### src/rtl/pgw_pkg.sv
package pgw_pkg;

    typedef enum logic [1:0] {
        ST_IDLE     = 2'd0,
        ST_READ_DIR = 2'd1,
        ST_READ_PTE = 2'd2,
        ST_DONE     = 2'd3
    } walk_state_t;

    typedef enum logic {
        LVL_DIR   = 1'b0,
        LVL_TABLE = 1'b1
    } walk_level_t;

endpackage

### src/rtl/pgw_addr_split.sv
module pgw_addr_split #(
    parameter int DIR_W    = 10,
    parameter int TBL_W    = 10,
    parameter int OFS_W    = 12,
    parameter int ENT_LOG2 = 2,
    localparam int ADDR_W  = DIR_W + TBL_W + OFS_W,
    localparam int BIG_W   = TBL_W + OFS_W
) (
    input  logic [ADDR_W-1:0] vaddr,
    input  logic [ADDR_W-1:0] dir_base,
    input  logic [ADDR_W-1:0] tbl_base,
    output logic [ADDR_W-1:0] dir_ptr,
    output logic [ADDR_W-1:0] tbl_ptr,
    output logic [ADDR_W-1:0] low_small,
    output logic [ADDR_W-1:0] low_large
);

    logic [DIR_W-1:0] dir_idx;
    logic [TBL_W-1:0] tbl_idx;

    assign dir_idx = vaddr[ADDR_W-1 -: DIR_W];
    assign tbl_idx = vaddr[BIG_W-1 -: TBL_W];

    // entry address = table base + index scaled by entry size
    assign dir_ptr = dir_base
                   + {{(ADDR_W-DIR_W-ENT_LOG2){1'b0}}, dir_idx, {ENT_LOG2{1'b0}}};
    assign tbl_ptr = tbl_base
                   + {{(ADDR_W-TBL_W-ENT_LOG2){1'b0}}, tbl_idx, {ENT_LOG2{1'b0}}};

    assign low_small = {{(ADDR_W-OFS_W){1'b0}}, vaddr[OFS_W-1:0]};
    assign low_large = {{(ADDR_W-BIG_W){1'b0}}, vaddr[BIG_W-1:0]};

endmodule

### src/rtl/pgw_entry_decode.sv
module pgw_entry_decode #(
    parameter int ADDR_W      = 32,
    parameter int OFS_W       = 12,
    parameter int TBL_W       = 10,
    parameter int PRESENT_BIT = 0,
    parameter int LARGE_BIT   = 7,
    localparam int BIG_W      = TBL_W + OFS_W
) (
    input  logic [ADDR_W-1:0] entry,
    output logic              present,
    output logic              big,
    output logic [ADDR_W-1:0] frame_base,
    output logic [ADDR_W-1:0] big_base
);

    assign present    = entry[PRESENT_BIT];
    assign big        = entry[LARGE_BIT];
    assign frame_base = {entry[ADDR_W-1:OFS_W], {OFS_W{1'b0}}};
    assign big_base   = {entry[ADDR_W-1:BIG_W], {BIG_W{1'b0}}};

endmodule

### src/rtl/pgw_fsm.sv
module pgw_fsm
    import pgw_pkg::*;
#(
    parameter int ADDR_W = 32
) (
    input  logic              clk,
    input  logic              rst_n,
    input  logic              req_valid,
    input  logic [ADDR_W-1:0] req_vaddr,
    input  logic [ADDR_W-1:0] dir_base,
    output logic              req_ready,
    output logic              mem_rd_req,
    output logic [ADDR_W-1:0] mem_rd_addr,
    input  logic              mem_rd_valid,
    input  logic              ent_present,
    input  logic              ent_big,
    input  logic [ADDR_W-1:0] ent_frame_base,
    input  logic [ADDR_W-1:0] ent_big_base,
    input  logic [ADDR_W-1:0] dir_ptr,
    input  logic [ADDR_W-1:0] tbl_ptr,
    input  logic [ADDR_W-1:0] low_small,
    input  logic [ADDR_W-1:0] low_large,
    output logic [ADDR_W-1:0] va_q,
    output logic [ADDR_W-1:0] base_q,
    output logic [ADDR_W-1:0] tbl_base_q,
    output logic              resp_valid,
    output logic [ADDR_W-1:0] resp_paddr,
    output logic              resp_fault,
    output logic              resp_level,
    output logic              resp_large
);

    walk_state_t state_q, state_d;
    logic        pending_q;
    logic        data_in;
    logic [ADDR_W-1:0] paddr_q;
    logic        fault_q, large_q;
    walk_level_t level_q;

    assign data_in = pending_q && mem_rd_valid;

    // state register
    always_ff @(posedge clk or negedge rst_n) begin
        if (!rst_n) state_q <= ST_IDLE;
        else        state_q <= state_d;
    end

    // next state
    always_comb begin
        state_d = state_q;
        unique case (state_q)
            ST_IDLE:     if (req_valid) state_d = ST_READ_DIR;
            ST_READ_DIR: if (data_in) begin
                             if (!ent_present || ent_big) state_d = ST_DONE;
                             else                         state_d = ST_READ_PTE;
                         end
            ST_READ_PTE: if (data_in) state_d = ST_DONE;
            ST_DONE:     state_d = ST_IDLE;
            default:     state_d = ST_IDLE;
        endcase
    end

    // outputs
    always_comb begin
        req_ready   = 1'b0;
        mem_rd_req  = 1'b0;
        mem_rd_addr = dir_ptr;
        resp_valid  = 1'b0;
        unique case (state_q)
            ST_IDLE:     req_ready = 1'b1;
            ST_READ_DIR: mem_rd_req = !pending_q;
            ST_READ_PTE: begin
                             mem_rd_req  = !pending_q;
                             mem_rd_addr = tbl_ptr;
                         end
            ST_DONE:     resp_valid = 1'b1;
            default:     req_ready = 1'b0;
        endcase
    end

    assign resp_paddr = paddr_q;
    assign resp_fault = fault_q;
    assign resp_level = level_q;
    assign resp_large = large_q;

    // outstanding-read tracker
    always_ff @(posedge clk or negedge rst_n) begin
        if (!rst_n)          pending_q <= 1'b0;
        else if (mem_rd_req) pending_q <= 1'b1;
        else if (data_in)    pending_q <= 1'b0;
    end

    // request capture and walk results
    always_ff @(posedge clk or negedge rst_n) begin
        if (!rst_n) begin
            va_q       <= '0;
            base_q     <= '0;
            tbl_base_q <= '0;
            paddr_q    <= '0;
            fault_q    <= 1'b0;
            level_q    <= LVL_DIR;
            large_q    <= 1'b0;
        end else begin
            if (state_q == ST_IDLE && req_valid) begin
                va_q   <= req_vaddr;
                base_q <= dir_base;
            end
            if (state_q == ST_READ_DIR && data_in) begin
                level_q <= LVL_DIR;
                if (!ent_present) begin
                    fault_q <= 1'b1;
                    large_q <= 1'b0;
                    paddr_q <= '0;
                end else if (ent_big) begin
                    fault_q <= 1'b0;
                    large_q <= 1'b1;
                    paddr_q <= ent_big_base | low_large;
                end else begin
                    tbl_base_q <= ent_frame_base;
                end
            end
            if (state_q == ST_READ_PTE && data_in) begin
                level_q <= LVL_TABLE;
                large_q <= 1'b0;
                fault_q <= !ent_present;
                paddr_q <= ent_present ? (ent_frame_base | low_small) : '0;
            end
        end
    end

    a_r1_ready_only_idle: assert property (@(posedge clk) disable iff (!rst_n)
        req_ready |-> (!mem_rd_req && !resp_valid));

    a_r2_dir_read_follows: assert property (@(posedge clk) disable iff (!rst_n)
        (req_valid && req_ready) |=> (mem_rd_req && !req_ready));

    a_r3_req_pulse: assert property (@(posedge clk) disable iff (!rst_n)
        mem_rd_req |=> !mem_rd_req);

    a_r3_one_outstanding: assert property (@(posedge clk) disable iff (!rst_n)
        (pending_q && !mem_rd_valid) |=> !mem_rd_req);

    a_r5_large_no_fault: assert property (@(posedge clk) disable iff (!rst_n)
        (resp_valid && resp_large) |-> (!resp_fault && resp_level == LVL_DIR));

    a_r4_fault_zero_addr: assert property (@(posedge clk) disable iff (!rst_n)
        (resp_valid && resp_fault) |-> (resp_paddr == '0 && !resp_large));

    a_r9_resp_pulse: assert property (@(posedge clk) disable iff (!rst_n)
        resp_valid |=> (!resp_valid && req_ready));

    a_r10_idle_holds: assert property (@(posedge clk) disable iff (!rst_n)
        (req_ready && !req_valid) |=> req_ready);

    a_r11_capture_stable: assert property (@(posedge clk) disable iff (!rst_n)
        (!req_ready && !resp_valid) |=> ($stable(va_q) && $stable(base_q)));

endmodule

### src/rtl/pgwalk_top.sv
module pgwalk_top #(
    parameter int DIR_W       = 10,
    parameter int TBL_W       = 10,
    parameter int OFS_W       = 12,
    parameter int ENT_LOG2    = 2,
    parameter int PRESENT_BIT = 0,
    parameter int LARGE_BIT   = 7,
    localparam int ADDR_W     = DIR_W + TBL_W + OFS_W
) (
    input  logic              clk,
    input  logic              rst_n,
    input  logic              req_valid,
    input  logic [ADDR_W-1:0] req_vaddr,
    input  logic [ADDR_W-1:0] dir_base,
    output logic              req_ready,
    output logic              mem_rd_req,
    output logic [ADDR_W-1:0] mem_rd_addr,
    input  logic              mem_rd_valid,
    input  logic [ADDR_W-1:0] mem_rd_data,
    output logic              resp_valid,
    output logic [ADDR_W-1:0] resp_paddr,
    output logic              resp_fault,
    output logic              resp_level,
    output logic              resp_large
);

    logic [ADDR_W-1:0] va_q, base_q, tbl_base_q;
    logic [ADDR_W-1:0] dir_ptr, tbl_ptr, low_small, low_large;
    logic              ent_present, ent_big;
    logic [ADDR_W-1:0] ent_frame_base, ent_big_base;

    pgw_addr_split #(
        .DIR_W(DIR_W), .TBL_W(TBL_W), .OFS_W(OFS_W), .ENT_LOG2(ENT_LOG2)
    ) u_split (
        .vaddr     (va_q),
        .dir_base  (base_q),
        .tbl_base  (tbl_base_q),
        .dir_ptr   (dir_ptr),
        .tbl_ptr   (tbl_ptr),
        .low_small (low_small),
        .low_large (low_large)
    );

    pgw_entry_decode #(
        .ADDR_W(ADDR_W), .OFS_W(OFS_W), .TBL_W(TBL_W),
        .PRESENT_BIT(PRESENT_BIT), .LARGE_BIT(LARGE_BIT)
    ) u_decode (
        .entry      (mem_rd_data),
        .present    (ent_present),
        .big        (ent_big),
        .frame_base (ent_frame_base),
        .big_base   (ent_big_base)
    );

    pgw_fsm #(.ADDR_W(ADDR_W)) u_fsm (
        .clk            (clk),
        .rst_n          (rst_n),
        .req_valid      (req_valid),
        .req_vaddr      (req_vaddr),
        .dir_base       (dir_base),
        .req_ready      (req_ready),
        .mem_rd_req     (mem_rd_req),
        .mem_rd_addr    (mem_rd_addr),
        .mem_rd_valid   (mem_rd_valid),
        .ent_present    (ent_present),
        .ent_big        (ent_big),
        .ent_frame_base (ent_frame_base),
        .ent_big_base   (ent_big_base),
        .dir_ptr        (dir_ptr),
        .tbl_ptr        (tbl_ptr),
        .low_small      (low_small),
        .low_large      (low_large),
        .va_q           (va_q),
        .base_q         (base_q),
        .tbl_base_q     (tbl_base_q),
        .resp_valid     (resp_valid),
        .resp_paddr     (resp_paddr),
        .resp_fault     (resp_fault),
        .resp_level     (resp_level),
        .resp_large     (resp_large)
    );

endmodule

### config.mk
export PLATFORM = sky130hd
export DESIGN_NAME = pgwalk_top
export DESIGN_NICKNAME = d
export VERILOG_FILES = /design/src/rtl/pgw_pkg.sv /design/src/rtl/pgw_addr_split.sv /design/src/rtl/pgw_entry_decode.sv /design/src/rtl/pgw_fsm.sv /design/src/rtl/pgwalk_top.sv
export SDC_FILE = /design/constraint.sdc
export NUM_CORES = 1
export LEC_CHECK = 0
export CAP_MARGIN = 5
export CORE_UTILIZATION = 29
export CTS_BUF_LIST = sky130_fd_sc_hd__clkbuf_16
export DETAILED_ROUTE_END_ITERATION = 8
export GPL_TIMING_DRIVEN = 0
export RECOVER_POWER = 100
export SYNTH_ARGS = -nofsm -noshare
export SYNTH_HDL_FRONTEND = slang
export SYNTH_SLANG_ARGS = --single-unit
### constraint.sdc
create_clock -name clk -period 3 [get_ports clk]
set_input_delay 0.45 -clock clk [delete_from_list [all_inputs] [get_ports clk]]
set_output_delay 0.45 -clock clk [all_outputs]
set_load 0.02 [all_outputs]
==> qor.csv <==
metric;value;unit
outcome;finished, violations left;
failing checks;max-capacitance violations, max-slew violations, negative setup slack;
share of cells above drive strength 1;29.3;%
post-place instance area;7830;um2
Synth cell types;45;
Slew Viols, Final;35;
clk sinks;122;
area leader, netlist;dfrtp_1;
# rows;51;
Synth top area share;52.0;%
first-pass GRT wire length;26.9;mm
most frequent cells after synthesis;122 x dfrtp_1, 88 x mux2_2, 76 x nand2_1;
Relative slew margins;-27.4;%
ant diodes;0;
worst path required time;2.55;ns
vias per inst;4.76;
Top Ports;170;
vias;4841;
Total GRT Usage;17.5;%
synth top area cells;dfrtp_1 52%, mux2_2 17%, nand2_1 4.9%, ha_1 3.0%, nand3_1 2.6%;
Fin. Hold Viols;0;
vias in the first global route;4965;
worst-margin pin slew;1.91;ns
Final setup viols;23;
DRC;0;
PD cells;1320;nW/um2
DRT Pass-1 Iters;4;
total power after layout;11700;uW
area delta synth->final;51.2;%
part of the Yosys area used for sequential elements;52.0;%
Crit path arrival time;2.96;ns
design area;8880;um2
total CTS buffers;17;
VDD IR max;957;uV
mean routed wirelength per cell;17.4;um
Clk Latency, worst-skew pair;0.41;ns
setup repair after global routing missed its margin;true;
Placer Congestion;0.794;
hpwl dp;12.8;mm
Hold Crit Class;reg -> reg;
post-layout min period;3.41;ns
Seq cells post-synth;122;
cell with the most instances after synthesis;dfrtp_1;
Clock transition at path regs;0.06;ns
crit share post-route;114;%
clk root buf;clkbuf_16;
hold_ws;0.456;ns
initial antenna violation count;0;
syn_area_per_cell;10.9;um2
final setup margin;-0.408;ns
fmax;0.293;GHz
Initial Utilization;29.9;%
Worst Setup Path Type;reg -> out;
DR iter-0 viols;142;
Worst Path Max Fanout;5;
Antenna Nets Post-Route;0;
cell count after synthesis;537;
Leak;0.00378;uW
Die Ht;144;um
die area;20800;um2
grt total ovfl;0;
critical path capture point type;primary output;
clk_skew;0.00824;ns
Fillers;1900;
asr flop ratio synth;100;%
Critical Path Start Type;register;
die width;144;um
H-tree levels;4;
CTS max path bufs;2;
CTS tree;done;
Synth Warn #;0;
Final Util;45.2;%
syn nets;652;
port buffer count;158;
Nets;856;
setup tns final;-4.78;ns
Synth Flop Type;dfrtp_1;
Cell Area, Synth;5870;um2
Core Region;19700;um2
largest net degree at the start of global routing;90;
Max Cap Viol;1;
number of synthesized flops with an enable pin;0;
final WL;17.7;mm
[kinds of logic (layout without fill, tap and decap cells)]
kind of cell | after synthesis | after routing | synth area share [%]
AO/OA/AOI/OAI | 82 | 82 | 9.10
XOR/XNOR | 19 | 19 | 2.83
adder cells (fa/ha/maj) | 15 | 15 | 3.32
buffers and inverters | 36 | 252 | 2.30
flip-flops | 122 | 122 | 52.0
multiplexers | 88 | 88 | 16.9
AND/OR/NAND/NOR | 175 | 175 | 13.6
[final timing paths]
| check | start | to | slack (ns) | cells after the start |
|---|---|---|---|---|
| max in group asynchronous | rst_n | u_fsm.va_q[30] | 0.20 | 3 |
| hold / removal | u_fsm.resp_paddr[29] | u_fsm.resp_paddr[29] | 0.46 | 2 |
| setup reg to reg | u_fsm.state_q[0] | u_fsm.resp_paddr[19] | 0.43 | 6 |
| setup / recovery | u_fsm.base_q[2] | mem_rd_addr[28] | -0.41 | 10 |
| min in group asynchronous | rst_n | u_fsm.resp_paddr[7] | 1.10 | 2 |
| hold reg to reg | u_fsm.resp_paddr[29] | u_fsm.resp_paddr[29] | 0.46 | 2 |
[power breakdown]
group	switching, uW	internal (uW)	total [uW]	leakage, uW
registers	609	2460	3070	0.00148
logic	3480	3160	6650	0.00203
clock network	796	1220	2020	0.000267
total	4890	6850	11700	0.00378
[cells in the final DEF (no fill, tap or decap), drive strengths merged, types with 4 or more instances in the layout]
cell type	n
or4	5
clkbuf	45
a21o	4
buf	52
o21ai	30
xor2	8
nand2	76
xnor2	11
inv	8
nor2	34
a31oi	8
o31ai	7
a21oi	9
mux2	88
ha	14
dlygate4sd3	40
clkinvlp	5
clkdlybuf4s50	89
dfrtp	122
nand3	31
a221oi	11
nor2b	5
clkinv	7
nor4	4
or3	4
[flip-flops by register name, indices dropped and copies added (netlist names)]
register	flops
u_fsm.tbl_base_q	20
u_fsm.resp_fault	1
u_fsm.base_q	32
u_fsm.resp_level	1
u_fsm.resp_paddr	32
u_fsm.state_q	2
u_fsm.pending_q	1
u_fsm.resp_large	1
u_fsm.va_q	32
[layer usage]
metal  global-route usage [%]  vias to the layer above  wire, um
met1                     22.2                     2353      8030
met4                     4.76                        0       170
met3                     5.50                       18      1170
li1                         -                     2323         -
met5                        0                        -         0
met2                     28.6                      147      8350
[worst max-delay path: stages, from the launching register on]
cell      delay [ns]
dfrtp_1         0.38
ha_2            0.20
fa_2            0.37
a211oi_4        0.32
o21bai_4        0.14
a221oi_4        0.34
buf_12          0.18
nor4_2          0.05
xor2_1          0.16
mux2_4          0.27
buf_6           0.13
[what timing repair did]
action / in CTS / in global routing
hold endpoints to repair: 33 / 0
endpoints found under the setup margin: 32 / 26
hold buffers: 1 / 0
pin swaps: 16 / 27
resized for setup: 156 / 72
cloned: 1 / 1
buffers inserted: 11 / 15
[area by class of cell]
cell class | instances | area, um2 | area share [%]
multi-input combinational | 379 | 3000 | 33.8
tap | 265 | 332 | 3.73
buffer | 26 | 104 | 1.17
sequential | 122 | 3050 | 34.4
clock buffer | 17 | 425 | 4.79
timing repair buffer | 187 | 1780 | 20.0
inverter | 8 | 31.3 | 0.352
clock inverter | 14 | 151 | 1.70
[per-stage QoR]
step	cells	worst slack [ns]
finish	1018	-0.408
global route	1018	-0.522
CTS	1004	-0.358
detailed placement	961	-0.795
global placement	960	-3.57
floorplan	537	0.00303
Note: power is estimated with default switching activity, not from simulation.
